**config.mk**
```make
export PLATFORM = sky130hd
export DESIGN_NAME = xlat_unit
export DESIGN_NICKNAME = d
export VERILOG_FILES = /design/src/rtl/xlat_pkg.sv /design/src/rtl/xlat_cam.sv /design/src/rtl/xlat_walk.sv /design/src/rtl/xlat_unit.sv
export SDC_FILE = /design/constraint.sdc
export NUM_CORES = 2
export LEC_CHECK = 0
export CAP_MARGIN = 10
export CORE_AREA = 2 2 366 187
export DETAILED_ROUTE_END_ITERATION = 16
export DIE_AREA = 0 0 368 189
export GPL_ROUTABILITY_DRIVEN = 0
export HOLD_SLACK_MARGIN = 0.03
export PLACE_DENSITY = 0.76
export SYNTH_ARGS = -nofsm -noshare
export SYNTH_HDL_FRONTEND = slang
export SYNTH_SLANG_ARGS = --single-unit
export TNS_END_PERCENT = 1
```
**constraint.sdc**
```tcl
create_clock -name clk -period 9.05 [get_ports clk]
set_input_delay 1.81 -clock clk [delete_from_list [all_inputs] [get_ports clk]]
set_output_delay 1.81 -clock clk [all_outputs]
set_load 0.01 [all_outputs]
```
**src/rtl/xlat_pkg.sv**
```systemverilog
package xlat_pkg;
    localparam int OFS_W       = 12;
    localparam int PTE_PRES    = 0;
    localparam int PTE_REF     = 1;
    localparam int PTE_DIRTY   = 2;
    localparam int PTE_PPN_LSB = 12;

    typedef enum logic [1:0] {
        W_IDLE,
        W_LOOK,
        W_WB,
        W_RD
    } walk_st_t;

    typedef struct packed {
        logic dirty;
        logic refd;
        logic present;
    } pte_flags_t;

    function automatic pte_flags_t flags_of(input logic [2:0] low);
        pte_flags_t f;
        f.present = low[PTE_PRES];
        f.refd    = low[PTE_REF];
        f.dirty   = low[PTE_DIRTY];
        return f;
    endfunction
endpackage

```
**src/rtl/xlat_cam.sv**
```systemverilog
module xlat_cam #(
    parameter int ENTRIES = 16,
    parameter int VPN_W   = 20,
    parameter int PPN_W   = 20,
    parameter int IDX_W   = $clog2(ENTRIES)
) (
    input  logic             clk,
    input  logic             rst,
    input  logic             flush,
    input  logic [VPN_W-1:0] lk_vpn,
    input  logic             upd_en,
    input  logic             upd_wr,
    input  logic [IDX_W-1:0] sel_idx,
    input  logic             wb_done,
    input  logic             fill_en,
    input  logic [PPN_W-1:0] fill_ppn,
    input  logic             fill_ref,
    input  logic             fill_dirty,
    output logic             hit,
    output logic [PPN_W-1:0] hit_ppn,
    output logic [IDX_W-1:0] pick_idx,
    output logic             sel_valid,
    output logic             sel_mod,
    output logic [VPN_W-1:0] sel_vpn,
    output logic [PPN_W-1:0] sel_ppn,
    output logic             sel_ref,
    output logic             sel_dirty
);
    logic [ENTRIES-1:0] v_q, mod_q, ref_q, dty_q, match;
    logic [VPN_W-1:0]   tag_q [ENTRIES];
    logic [PPN_W-1:0]   ppn_q [ENTRIES];
    logic [IDX_W-1:0]   rr_q, hit_idx;

    for (genvar g = 0; g < ENTRIES; g++) begin : g_cmp
        assign match[g] = v_q[g] && (tag_q[g] == lk_vpn);
    end

    always_comb begin
        hit      = |match;
        hit_idx  = '0;
        pick_idx = rr_q;
        for (int i = ENTRIES - 1; i >= 0; i--) begin
            if (match[i]) hit_idx = IDX_W'(i);
            if (!v_q[i])  pick_idx = IDX_W'(i);
        end
    end

    assign hit_ppn   = ppn_q[hit_idx];
    assign sel_valid = v_q[sel_idx];
    assign sel_mod   = mod_q[sel_idx];
    assign sel_vpn   = tag_q[sel_idx];
    assign sel_ppn   = ppn_q[sel_idx];
    assign sel_ref   = ref_q[sel_idx];
    assign sel_dirty = dty_q[sel_idx];

    always_ff @(posedge clk) begin
        if (rst) begin
            v_q   <= '0;
            mod_q <= '0;
            ref_q <= '0;
            dty_q <= '0;
            rr_q  <= '0;
        end else begin
            if (upd_en) begin
                ref_q[hit_idx] <= 1'b1;
                if (upd_wr) dty_q[hit_idx] <= 1'b1;
                if (!ref_q[hit_idx] || (upd_wr && !dty_q[hit_idx]))
                    mod_q[hit_idx] <= 1'b1;
            end
            if (wb_done) mod_q[sel_idx] <= 1'b0;
            if (fill_en) begin
                v_q[sel_idx]   <= 1'b1;
                mod_q[sel_idx] <= 1'b0;
                ref_q[sel_idx] <= fill_ref;
                dty_q[sel_idx] <= fill_dirty;
                rr_q <= (rr_q == IDX_W'(ENTRIES - 1)) ? '0 : rr_q + 1'b1;
            end
            if (flush) v_q <= '0;
        end
    end

    always_ff @(posedge clk) begin
        if (fill_en) begin
            tag_q[sel_idx] <= lk_vpn;
            ppn_q[sel_idx] <= fill_ppn;
        end
    end

    AST_ONE_MATCH: assert property (@(posedge clk) disable iff (rst)
        $onehot0(match));
    AST_FLUSH_EMPTY: assert property (@(posedge clk) disable iff (rst)
        flush |=> (v_q == '0));
    AST_RR_RANGE: assert property (@(posedge clk) disable iff (rst)
        fill_en |=> (32'(rr_q) < ENTRIES));
endmodule

```
**src/rtl/xlat_walk.sv**
```systemverilog
module xlat_walk
    import xlat_pkg::*;
#(
    parameter int VPN_W = 20,
    parameter int PPN_W = 20,
    parameter int PA_W  = 32,
    parameter int PTE_W = 32,
    parameter int IDX_W = 4
) (
    input  logic             clk,
    input  logic             rst,
    input  logic             req_valid,
    input  logic [VPN_W-1:0] req_vpn,
    input  logic [OFS_W-1:0] req_ofs,
    input  logic             req_write,
    input  logic [PA_W-1:0]  ptbr,
    input  logic             hit,
    input  logic [PPN_W-1:0] hit_ppn,
    input  logic [IDX_W-1:0] pick_idx,
    input  logic             sel_valid,
    input  logic             sel_mod,
    input  logic [VPN_W-1:0] sel_vpn,
    input  logic [PPN_W-1:0] sel_ppn,
    input  logic             sel_ref,
    input  logic             sel_dirty,
    input  logic             mem_ack,
    input  logic [PTE_W-1:0] mem_rdata,
    output logic [VPN_W-1:0] lk_vpn,
    output logic             upd_en,
    output logic             upd_wr,
    output logic [IDX_W-1:0] sel_idx,
    output logic             wb_done,
    output logic             fill_en,
    output logic [PPN_W-1:0] fill_ppn,
    output logic             fill_ref,
    output logic             fill_dirty,
    output logic             mem_req,
    output logic             mem_we,
    output logic [PA_W-1:0]  mem_addr,
    output logic [PTE_W-1:0] mem_wdata,
    output logic             resp_valid,
    output logic [PA_W-1:0]  resp_paddr,
    output logic             resp_fault,
    output logic             busy
);
    localparam int PTE_SH = $clog2(PTE_W / 8);

    walk_st_t         st_q;
    logic [VPN_W-1:0] cur_vpn;
    logic [OFS_W-1:0] cur_ofs;
    logic             cur_wr;
    logic [IDX_W-1:0] vic_q;
    pte_flags_t       rd_f;
    logic [VPN_W-1:0] addr_vpn;
    logic             unused_rd;

    assign rd_f      = flags_of(mem_rdata[2:0]);
    assign unused_rd = ^mem_rdata;

    always_comb begin
        sel_idx    = (st_q == W_LOOK) ? pick_idx : vic_q;
        lk_vpn     = cur_vpn;
        upd_en     = (st_q == W_LOOK) && hit;
        upd_wr     = cur_wr;
        wb_done    = (st_q == W_WB) && mem_ack;
        fill_en    = (st_q == W_RD) && mem_ack && rd_f.present;
        fill_ppn   = mem_rdata[PTE_PPN_LSB +: PPN_W];
        fill_ref   = rd_f.refd;
        fill_dirty = rd_f.dirty;
        mem_req    = (st_q == W_WB) || (st_q == W_RD);
        mem_we     = (st_q == W_WB);
        addr_vpn   = (st_q == W_WB) ? sel_vpn : cur_vpn;
        mem_addr   = ptbr + (PA_W'(addr_vpn) << PTE_SH);
        mem_wdata  = '0;
        mem_wdata[PTE_PPN_LSB +: PPN_W] = sel_ppn;
        mem_wdata[PTE_PRES]  = 1'b1;
        mem_wdata[PTE_REF]   = sel_ref;
        mem_wdata[PTE_DIRTY] = sel_dirty;
        busy       = (st_q != W_IDLE);
    end

    always_ff @(posedge clk) begin
        if (rst) begin
            st_q       <= W_IDLE;
            cur_vpn    <= '0;
            cur_ofs    <= '0;
            cur_wr     <= 1'b0;
            vic_q      <= '0;
            resp_valid <= 1'b0;
            resp_fault <= 1'b0;
            resp_paddr <= '0;
        end else begin
            resp_valid <= 1'b0;
            case (st_q)
                W_IDLE: if (req_valid) begin
                    cur_vpn <= req_vpn;
                    cur_ofs <= req_ofs;
                    cur_wr  <= req_write;
                    st_q    <= W_LOOK;
                end
                W_LOOK: if (hit) begin
                    resp_valid <= 1'b1;
                    resp_fault <= 1'b0;
                    resp_paddr <= {hit_ppn, cur_ofs};
                    st_q       <= W_IDLE;
                end else begin
                    vic_q <= pick_idx;
                    st_q  <= (sel_valid && sel_mod) ? W_WB : W_RD;
                end
                W_WB: if (mem_ack) st_q <= W_RD;
                W_RD: if (mem_ack) begin
                    if (rd_f.present) begin
                        st_q <= W_LOOK;
                    end else begin
                        resp_valid <= 1'b1;
                        resp_fault <= 1'b1;
                        resp_paddr <= '0;
                        st_q       <= W_IDLE;
                    end
                end
                default: st_q <= W_IDLE;
            endcase
        end
    end

    AST_MEM_BUSY: assert property (@(posedge clk) disable iff (rst)
        mem_req |-> busy);
    AST_RESP_PULSE: assert property (@(posedge clk) disable iff (rst)
        resp_valid |=> !resp_valid);
    AST_WB_CLEARS: assert property (@(posedge clk) disable iff (rst)
        (st_q == W_WB && mem_ack) |=> (st_q == W_RD && !sel_mod));
    AST_FAULT_RESP: assert property (@(posedge clk) disable iff (rst)
        (st_q == W_RD && mem_ack && !rd_f.present) |=> (resp_valid && resp_fault && !busy));
endmodule

```
**src/rtl/xlat_unit.sv**
```systemverilog
module xlat_unit
    import xlat_pkg::*;
#(
    parameter int ENTRIES = 16,
    parameter int VA_W    = 32,
    parameter int PA_W    = 32,
    parameter int PTE_W   = 32
) (
    input  logic             clk,
    input  logic             rst,
    input  logic             flush,
    input  logic [PA_W-1:0]  ptbr,
    input  logic             req_valid,
    input  logic [VA_W-1:0]  req_vaddr,
    input  logic             req_write,
    output logic             busy,
    output logic             resp_valid,
    output logic [PA_W-1:0]  resp_paddr,
    output logic             resp_fault,
    output logic             mem_req,
    output logic             mem_we,
    output logic [PA_W-1:0]  mem_addr,
    output logic [PTE_W-1:0] mem_wdata,
    input  logic             mem_ack,
    input  logic [PTE_W-1:0] mem_rdata
);
    localparam int VPN_W = VA_W - OFS_W;
    localparam int PPN_W = PA_W - OFS_W;
    localparam int IDX_W = $clog2(ENTRIES);

    logic [VPN_W-1:0] lk_vpn, sel_vpn;
    logic [PPN_W-1:0] hit_ppn, sel_ppn, fill_ppn;
    logic [IDX_W-1:0] pick_idx, sel_idx;
    logic hit, upd_en, upd_wr, wb_done, fill_en, fill_ref, fill_dirty;
    logic sel_valid, sel_mod, sel_ref, sel_dirty;

    xlat_cam #(.ENTRIES(ENTRIES), .VPN_W(VPN_W), .PPN_W(PPN_W), .IDX_W(IDX_W)) u_cam (
        .clk(clk), .rst(rst), .flush(flush), .lk_vpn(lk_vpn),
        .upd_en(upd_en), .upd_wr(upd_wr), .sel_idx(sel_idx), .wb_done(wb_done),
        .fill_en(fill_en), .fill_ppn(fill_ppn), .fill_ref(fill_ref), .fill_dirty(fill_dirty),
        .hit(hit), .hit_ppn(hit_ppn), .pick_idx(pick_idx),
        .sel_valid(sel_valid), .sel_mod(sel_mod), .sel_vpn(sel_vpn), .sel_ppn(sel_ppn),
        .sel_ref(sel_ref), .sel_dirty(sel_dirty)
    );

    xlat_walk #(.VPN_W(VPN_W), .PPN_W(PPN_W), .PA_W(PA_W), .PTE_W(PTE_W), .IDX_W(IDX_W)) u_walk (
        .clk(clk), .rst(rst), .req_valid(req_valid),
        .req_vpn(req_vaddr[VA_W-1:OFS_W]), .req_ofs(req_vaddr[OFS_W-1:0]),
        .req_write(req_write), .ptbr(ptbr),
        .hit(hit), .hit_ppn(hit_ppn), .pick_idx(pick_idx),
        .sel_valid(sel_valid), .sel_mod(sel_mod), .sel_vpn(sel_vpn), .sel_ppn(sel_ppn),
        .sel_ref(sel_ref), .sel_dirty(sel_dirty),
        .mem_ack(mem_ack), .mem_rdata(mem_rdata),
        .lk_vpn(lk_vpn), .upd_en(upd_en), .upd_wr(upd_wr), .sel_idx(sel_idx),
        .wb_done(wb_done), .fill_en(fill_en), .fill_ppn(fill_ppn),
        .fill_ref(fill_ref), .fill_dirty(fill_dirty),
        .mem_req(mem_req), .mem_we(mem_we), .mem_addr(mem_addr), .mem_wdata(mem_wdata),
        .resp_valid(resp_valid), .resp_paddr(resp_paddr), .resp_fault(resp_fault),
        .busy(busy)
    );
endmodule

```
## Word level (Yosys, flattened, before mapping)

Memory sizes are Yosys's and may differ from the RTL's.
Cells that the tools add are included.

| word-level totals | value |
|---|---|
| output and inout port bits | 101 |
| memories | 2 |
| RAM bits | 640 |
| register bits after elaboration | 141 |

Memory list:

| name | words | width | read ports | clocked after memory_dff | write ports | RTL line | source |
|---|---|---|---|---|---|---|---|
| u_cam.ppn_q | 16 | 20 | 2 | 0 | 1 | xlat_cam.sv:31 | `logic [PPN_W-1:0] ppn_q [ENTRIES];` |
| u_cam.tag_q | 16 | 20 | 17 | 0 | 1 | xlat_cam.sv:30 | `logic [VPN_W-1:0] tag_q [ENTRIES];` |

| operators by class | value |
|---|---|
| equal/unequal tests | 25 |
| mux-type cells | 87 |
| bitwise gates (word level) | 8 |
| add/subtract/negate cells | 2 |
| reduce and logical (&&, ||, !) cells | 37 |
| magnitude comparators | 4 |

Operators by type and width:

| cell | count |
|---|---|
| 20-bit == test | 16 |
| 16-bit two-way mux | 13 |
| 4-bit two-way mux | 34 |
| 32-bit two-way mux | 3 |
| 16-bit OR | 4 |
| 32-bit one-hot mux with 2 select lines | 1 |
| 32-bit by 22-bit adder with 32-bit output | 1 |
| 16-bit bitwise AND | 2 |
| 16-bit bitwise mux | 2 |
| 1-bit binary-select mux with 4-bit select | 6 |
| 1-bit logical AND | 24 |
| 20-bit two-way mux | 1 |
| 1-bit two-way mux | 18 |
| 16-bit inverter | 1 |
| 16-bit OR reduction | 1 |
| 4-bit by 5-bit less-than comparator with 1-bit output, second input constant | 2 |
| 1-bit demux with 4-bit select | 2 |
| 4-bit by 1-bit greater-or-equal comparator with 1-bit output, second input constant | 2 |
| 2-bit two-way mux | 4 |
| 2-bit one-hot mux with 4 select lines | 1 |
| 2-bit != test, second input constant | 3 |
| 4-bit by 1-bit adder with 4-bit output, second input constant | 1 |
| 2-bit == test, second input constant | 2 |
| 4-bit == test, second input constant | 1 |
| 12 further kinds | 18 |

## Depth between registers and ports, before layout

An unclocked memory read counts as a cell.

| logic depth | value |
|---|---|
| depth in word-level cells | 32 |
| mapped depth | 31 |
| gate-level depth less buffers | 29 |

## Cells and area by module

A second synthesis with hierarchy kept.

| unflattened totals | value |
|---|---|
| cell total of the unflattened synthesis | 2980 |
| area, all modules | 40535.1 um2 |

Modules (own cells, without submodules):

| module | instances | cells an instance | seq. area each (um2) | area each (um2) |
|---|---|---|---|---|
| xlat_cam | 1 | 2399 | 20579.7 | 35903.2 |
| xlat_walk | 1 | 581 | 1461.4 | 4631.9 |

## Worst setup path after synthesis

Ideal clock, no wire load.

| timing path | value |
|---|---|
| path kind | register to output |
| start point | reg u_cam.rr_q[0] |
| end point | out mem_addr[28] |
| data required time | 7.240 ns |
| cell stages (with the launch flop) | 30 |
| arrival time | 5.641 ns |
| slack | 1.599 ns |
| path through | dfxtp_1 nand2b_1 a21boi_0 o21ai_0 a21boi_0 o21ai_0 a21oi_1 o31ai_1 clkbuf_1 clkbuf_1 mux2i_1 a32oi_1 o221ai_1 o21ai_0 ha_1 inv_1 fa_1 nor2b_1 o21ai_0 a21boi_0 o21ai_0 a21o_1 a21oi_1 nor2_1 a211o_1 a31oi_1 a21oi_1 o21a_1 nor2_1 xor2_1 |

| between the ends | value |
|---|---|
| longest elaborated chain between the ends | 20 |

RTL lines:

| element | RTL line | source |
|---|---|---|
| start, declared | xlat_cam.sv:32 | `logic [IDX_W-1:0] rr_q, hit_idx;` |
| start signal, assigned | xlat_cam.sv:76 | `rr_q <= (rr_q == IDX_W'(ENTRIES - 1)) ? '0 : rr_q + 1'b1;` |
| 4-bit two-way mux (16 in series) | xlat_cam.sv:44 | `if (!v_q[i]) pick_idx = IDX_W'(i);` |
| 4-bit two-way mux | xlat_walk.sv:61 | `sel_idx = (st_q == W_LOOK) ? pick_idx : vic_q;` |
| memory 16 x 20 bit | - |  |
| 20-bit two-way mux | xlat_walk.sv:72 | `addr_vpn = (st_q == W_WB) ? sel_vpn : cur_vpn;` |
| 32-bit by 22-bit adder with 32-bit output | xlat_walk.sv:73 | `mem_addr = ptbr + (PA_W'(addr_vpn) << PTE_SH);` |
| end, declared | xlat_unit.sv:22 | `output logic [PA_W-1:0] mem_addr,` |

No other way between the ends.

## Final worst setup path

| timing path | value |
|---|---|
| start point | reg u_cam.rr_q[0] |
| end point | out mem_addr[30] |

Same word-level chain as after synthesis.

==> results by group <==
Job
  – Max cap viols: 0

Yosys
  – Ranking of synthesized cells by area: edfxtp_1 (48%), nand2_1 (9.3%), dfxtp_1 (7.0%), xnor2_1 (5.4%), nand3_1 (4.6%)
  – Warning count from the yosys run: 0
  – Mapped Cells: 3977
  – Syn avg cell area: 10.08 µm²
  – Synth Register Bits: 781
  – Syn Std Cell Area: 40080 µm²
  – Synth top cells by count: nand2_1 (988), edfxtp_1 (640), nand3_1 (370)
  – Post-synth EDFFs: 640
  – Top_reg_cell synth: edfxtp_1
  – Post-synth top area cell: edfxtp_1
  – Distinct cells, synth: 78
  – Post-synth top area share: 47.95%
  – Sequential-to-total area share from yosys stat: 55.00%
  – Most frequent cell after synthesis: nand2_1
  – Post-synth ARST share: 0%

Critical path
  – Slowest-stage cell, CP: clkdlybuf4s50_1
  – Startpoint type of the worst setup path: register
  – Worst Path Required: 7.24 ns
  – Crit Path Max Fanout: 23
  – Reg2Reg Setup Slack: 2.90 ns
  – Worst EP arrival: 7.27 ns
  – FF-to-FF End: u_walk.resp_paddr[16]
  – CP max stage delay: 0.57 ns
  – CP dominant cell by count: o21ai_0
  – CP Class: register to output port
  – Critical path capture point type: output port
  – RR Startpoint: u_walk.lk_vpn[13]
  – Worst reg-to-reg path cell count: 16

Global routing
  – Grt ovf: 0
  – Total track usage: 39.64%
  – Largest net degree at the start of global routing: 81
  – Vias in the first global route: 31300
  – Global-route wire length before repair: 204300 µm
  – Initial antenna violation count: 7

Floorplanning
  – Die Span Y: 189 µm
  – Full die area: 69550 µm²
  – Row cnt: 67
  – Core Footprint: 66230 µm²
  – Die Width: 368 µm
  – Ports: 203
  – Starting Density: 60.52%

Outcome
  – Failing checks: setup timing
  – Outcome: finished with violations

STA
  – Endpoints failing setup: 1
  – Final hold vios: 0
  – Hold slack: 0.4352 ns
  – Worst slew pin tran: 1.165 ns
  – Fmax: 110.2 MHz
  – Slew Viols, Final: 0
  – Max-slew headroom: 22.15%
  – RSZ-0062 raised after global routing: yes
  – Clk_skew: 0.02465 ns
  – Tcrit/Tclk final: 100.3%
  – Final WS setup: -0.02717 ns
  – Min cycle time layout: 9.077 ns

Pwr
  – Sw Share: 25.94%
  – Register share of total power: 49.4%
  – Worst VDD drop: 138.0 µV
  – Pint: 6.032 mW
  – Total Power: 8.145 mW
  – Combinational power share: 13.1%
  – P_sw: 2.112 mW
  – Leakage: 15.49 nW
  – Clock share of power: 37.4%
  – Pwr dens: 179.5 nW/µm²

Finish
  – Layout cells sized above 1: 7.947%
  – Final instance area: 45360 µm²
  – Area grow syn2layout: 13.19%
  – Final Net Count: 4190

Place
  – DP HPWL: 93200 µm
  – PortBufs: 179
  – Pre-CTS worst setup slack: 0.3259 ns
  – Dpl cell area: 42910 µm²

Routing
  – Via count: 34780
  – Initial DRC count: 7105
  – Drt total wl: 141700 µm
  – DR pass1 iterations: 9
  – Drt wl/cell: 28.26 µm
  – Final ANT Viol Nets: 0
  – DRC violations left: 0
  – DR vias/cell: 6.934

Worst hold path
  – Min-delay worst type: register to register
  – Worst hold start: u_walk.resp_paddr[21]
  – Min-Delay Path Depth: 2
  – Hold EP: u_walk.resp_paddr[21]

CTS
  – CTS buffer count: 69
  – Clk slew on worst S/H paths: 0.07 ns
  – CTS tree: built
  – Clock net sink count: 781
  – Clk root buf: clkbuf_16
  – Clock tree buffer depth: 3
  – Skew-Pair Late Insertion Delay: 0.65 ns
  – H-tree depth: 3
  – Hold_buf cts: 0
-- stage by stage --
step | cells | setup TNS (ns) | utilization [%]
2_1_floorplan | 3985 | 0 | -
3_3_place_gp | 4884 | 0 | 64.79
3_5_place_dp | 4884 | 0 | 64.79
4_1_cts | 5010 | 0 | 68.30
5_1_grt | 5013 | -0.9532 | 68.48
6_report | 5016 | -0.02717 | 68.50
-- logic make-up after synthesis --
family | Yosys count | share of synthesized area [%]
simple gates | 1871 | 21.36
flops | 781 | 55.00
compound gates | 546 | 9.744
xor+xnor | 343 | 7.496
buf+inv | 321 | 3.400
mux | 91 | 2.282
fa+ha+maj | 22 | 0.7056
other cells | 2 | 0.01874
-- cell usage in the layout, fill, tap and decap left out, types with 53 or more instances in the layout --
cell type	Yosys	routed
a21oi_1	97	95
clkdlybuf4s50_1	0	176
xor2_1	95	95
clkbuf_16	0	72
nor3_1	57	56
nand2_1	988	987
xnor2_1	248	248
nand4_1	121	121
edfxtp_1	640	640
o221ai_1	80	80
dfxtp_1	141	121
buf_4	20	102
nor2_1	113	106
and3_1	57	57
nand3_1	370	369
mux2i_1	88	84
a311oi_1	54	53
-- power by group through the flow --
stage          combinational, mW  clock, mW  sequential (mW)
2_1_floorplan              0.615          0             4.06
6_report                    1.07       3.05             4.03
3_5_place_dp                1.02          0             4.10
3_3_place_gp                1.00          0             4.10
4_1_cts                     1.02       3.04             4.02
5_1_grt                     1.12       3.17             4.03
-- critical path, delay by kind of cell (launching register included) --
kind | cells | cell delay [ns]
adders and majority gates | 2 | 0.67
buffers and inverters | 5 | 1.08
and+or+nand+nor | 7 | 1.02
DFF | 1 | 0.36
xor gates and xnor gates | 1 | 0.20
AOI/OAI and AO/OA | 17 | 3.27
-- registers in the layout (all words and copies together), names as in the netlist, 4 cells and up, named ones only --
name and count:
u_walk.cur_ofs 12, u_cam.dty_q 16, u_walk.lk_vpn 20, u_cam.rr_q 4, u_cam.ppn_q 320, u_walk.resp_paddr 32, u_cam.mod_q 16, u_walk.vic_q 4
u_cam.v_q 16, u_cam.ref_q 16, u_cam.tag_q 320
-- layout make-up --
type / count / area (µm²)
clock inverters: 26 / 307.8
clock buffers: 94 / 1923
diodes: 4 / 10.01
multi-input cells: 2883 / 16980
well taps: 897 / 1122
flip-flops and latches: 781 / 22070
fillers: 4965 / 20860
inverters: 37 / 138.9
repair buffers: 294 / 2815
-- worst max-delay path by stage --
| stage | from | endpoint | slack, ns | cells after the start |
|---|---|---|---|---|
| floorplan | u_cam.rr_q[0] | mem_addr[28] | 1.60 | 29 |
| global placement | u_cam.rr_q[0] | mem_addr[31] | 0.42 | 27 |
| detailed placement | u_cam.rr_q[0] | mem_addr[31] | 0.33 | 27 |
| CTS | u_cam.v_q[14] | mem_addr[31] | 0.01 | 28 |
| global route | u_cam.rr_q[0] | mem_addr[30] | -0.19 | 32 |
| finish | u_cam.rr_q[0] | mem_addr[30] | -0.03 | 32 |
-- what timing repair did --
action	4_1_cts	5_1_grt
pin swaps	2	3
resized for setup	6	25
gates cloned	0	1
hold endpoints to repair	0	0
setup endpoints to repair	10	12
setup buffers	6	1
-- routing by layer --
metal	up-vias	share of wire (%)	global-route usage, %
met2	3149	37	49.42
li1	14670	-	-
met1	16590	39	58.75
met4	0	2.6	9.309
met3	373	21	21.90
met5	-	0	0
(Power assumes the default switching activity.)
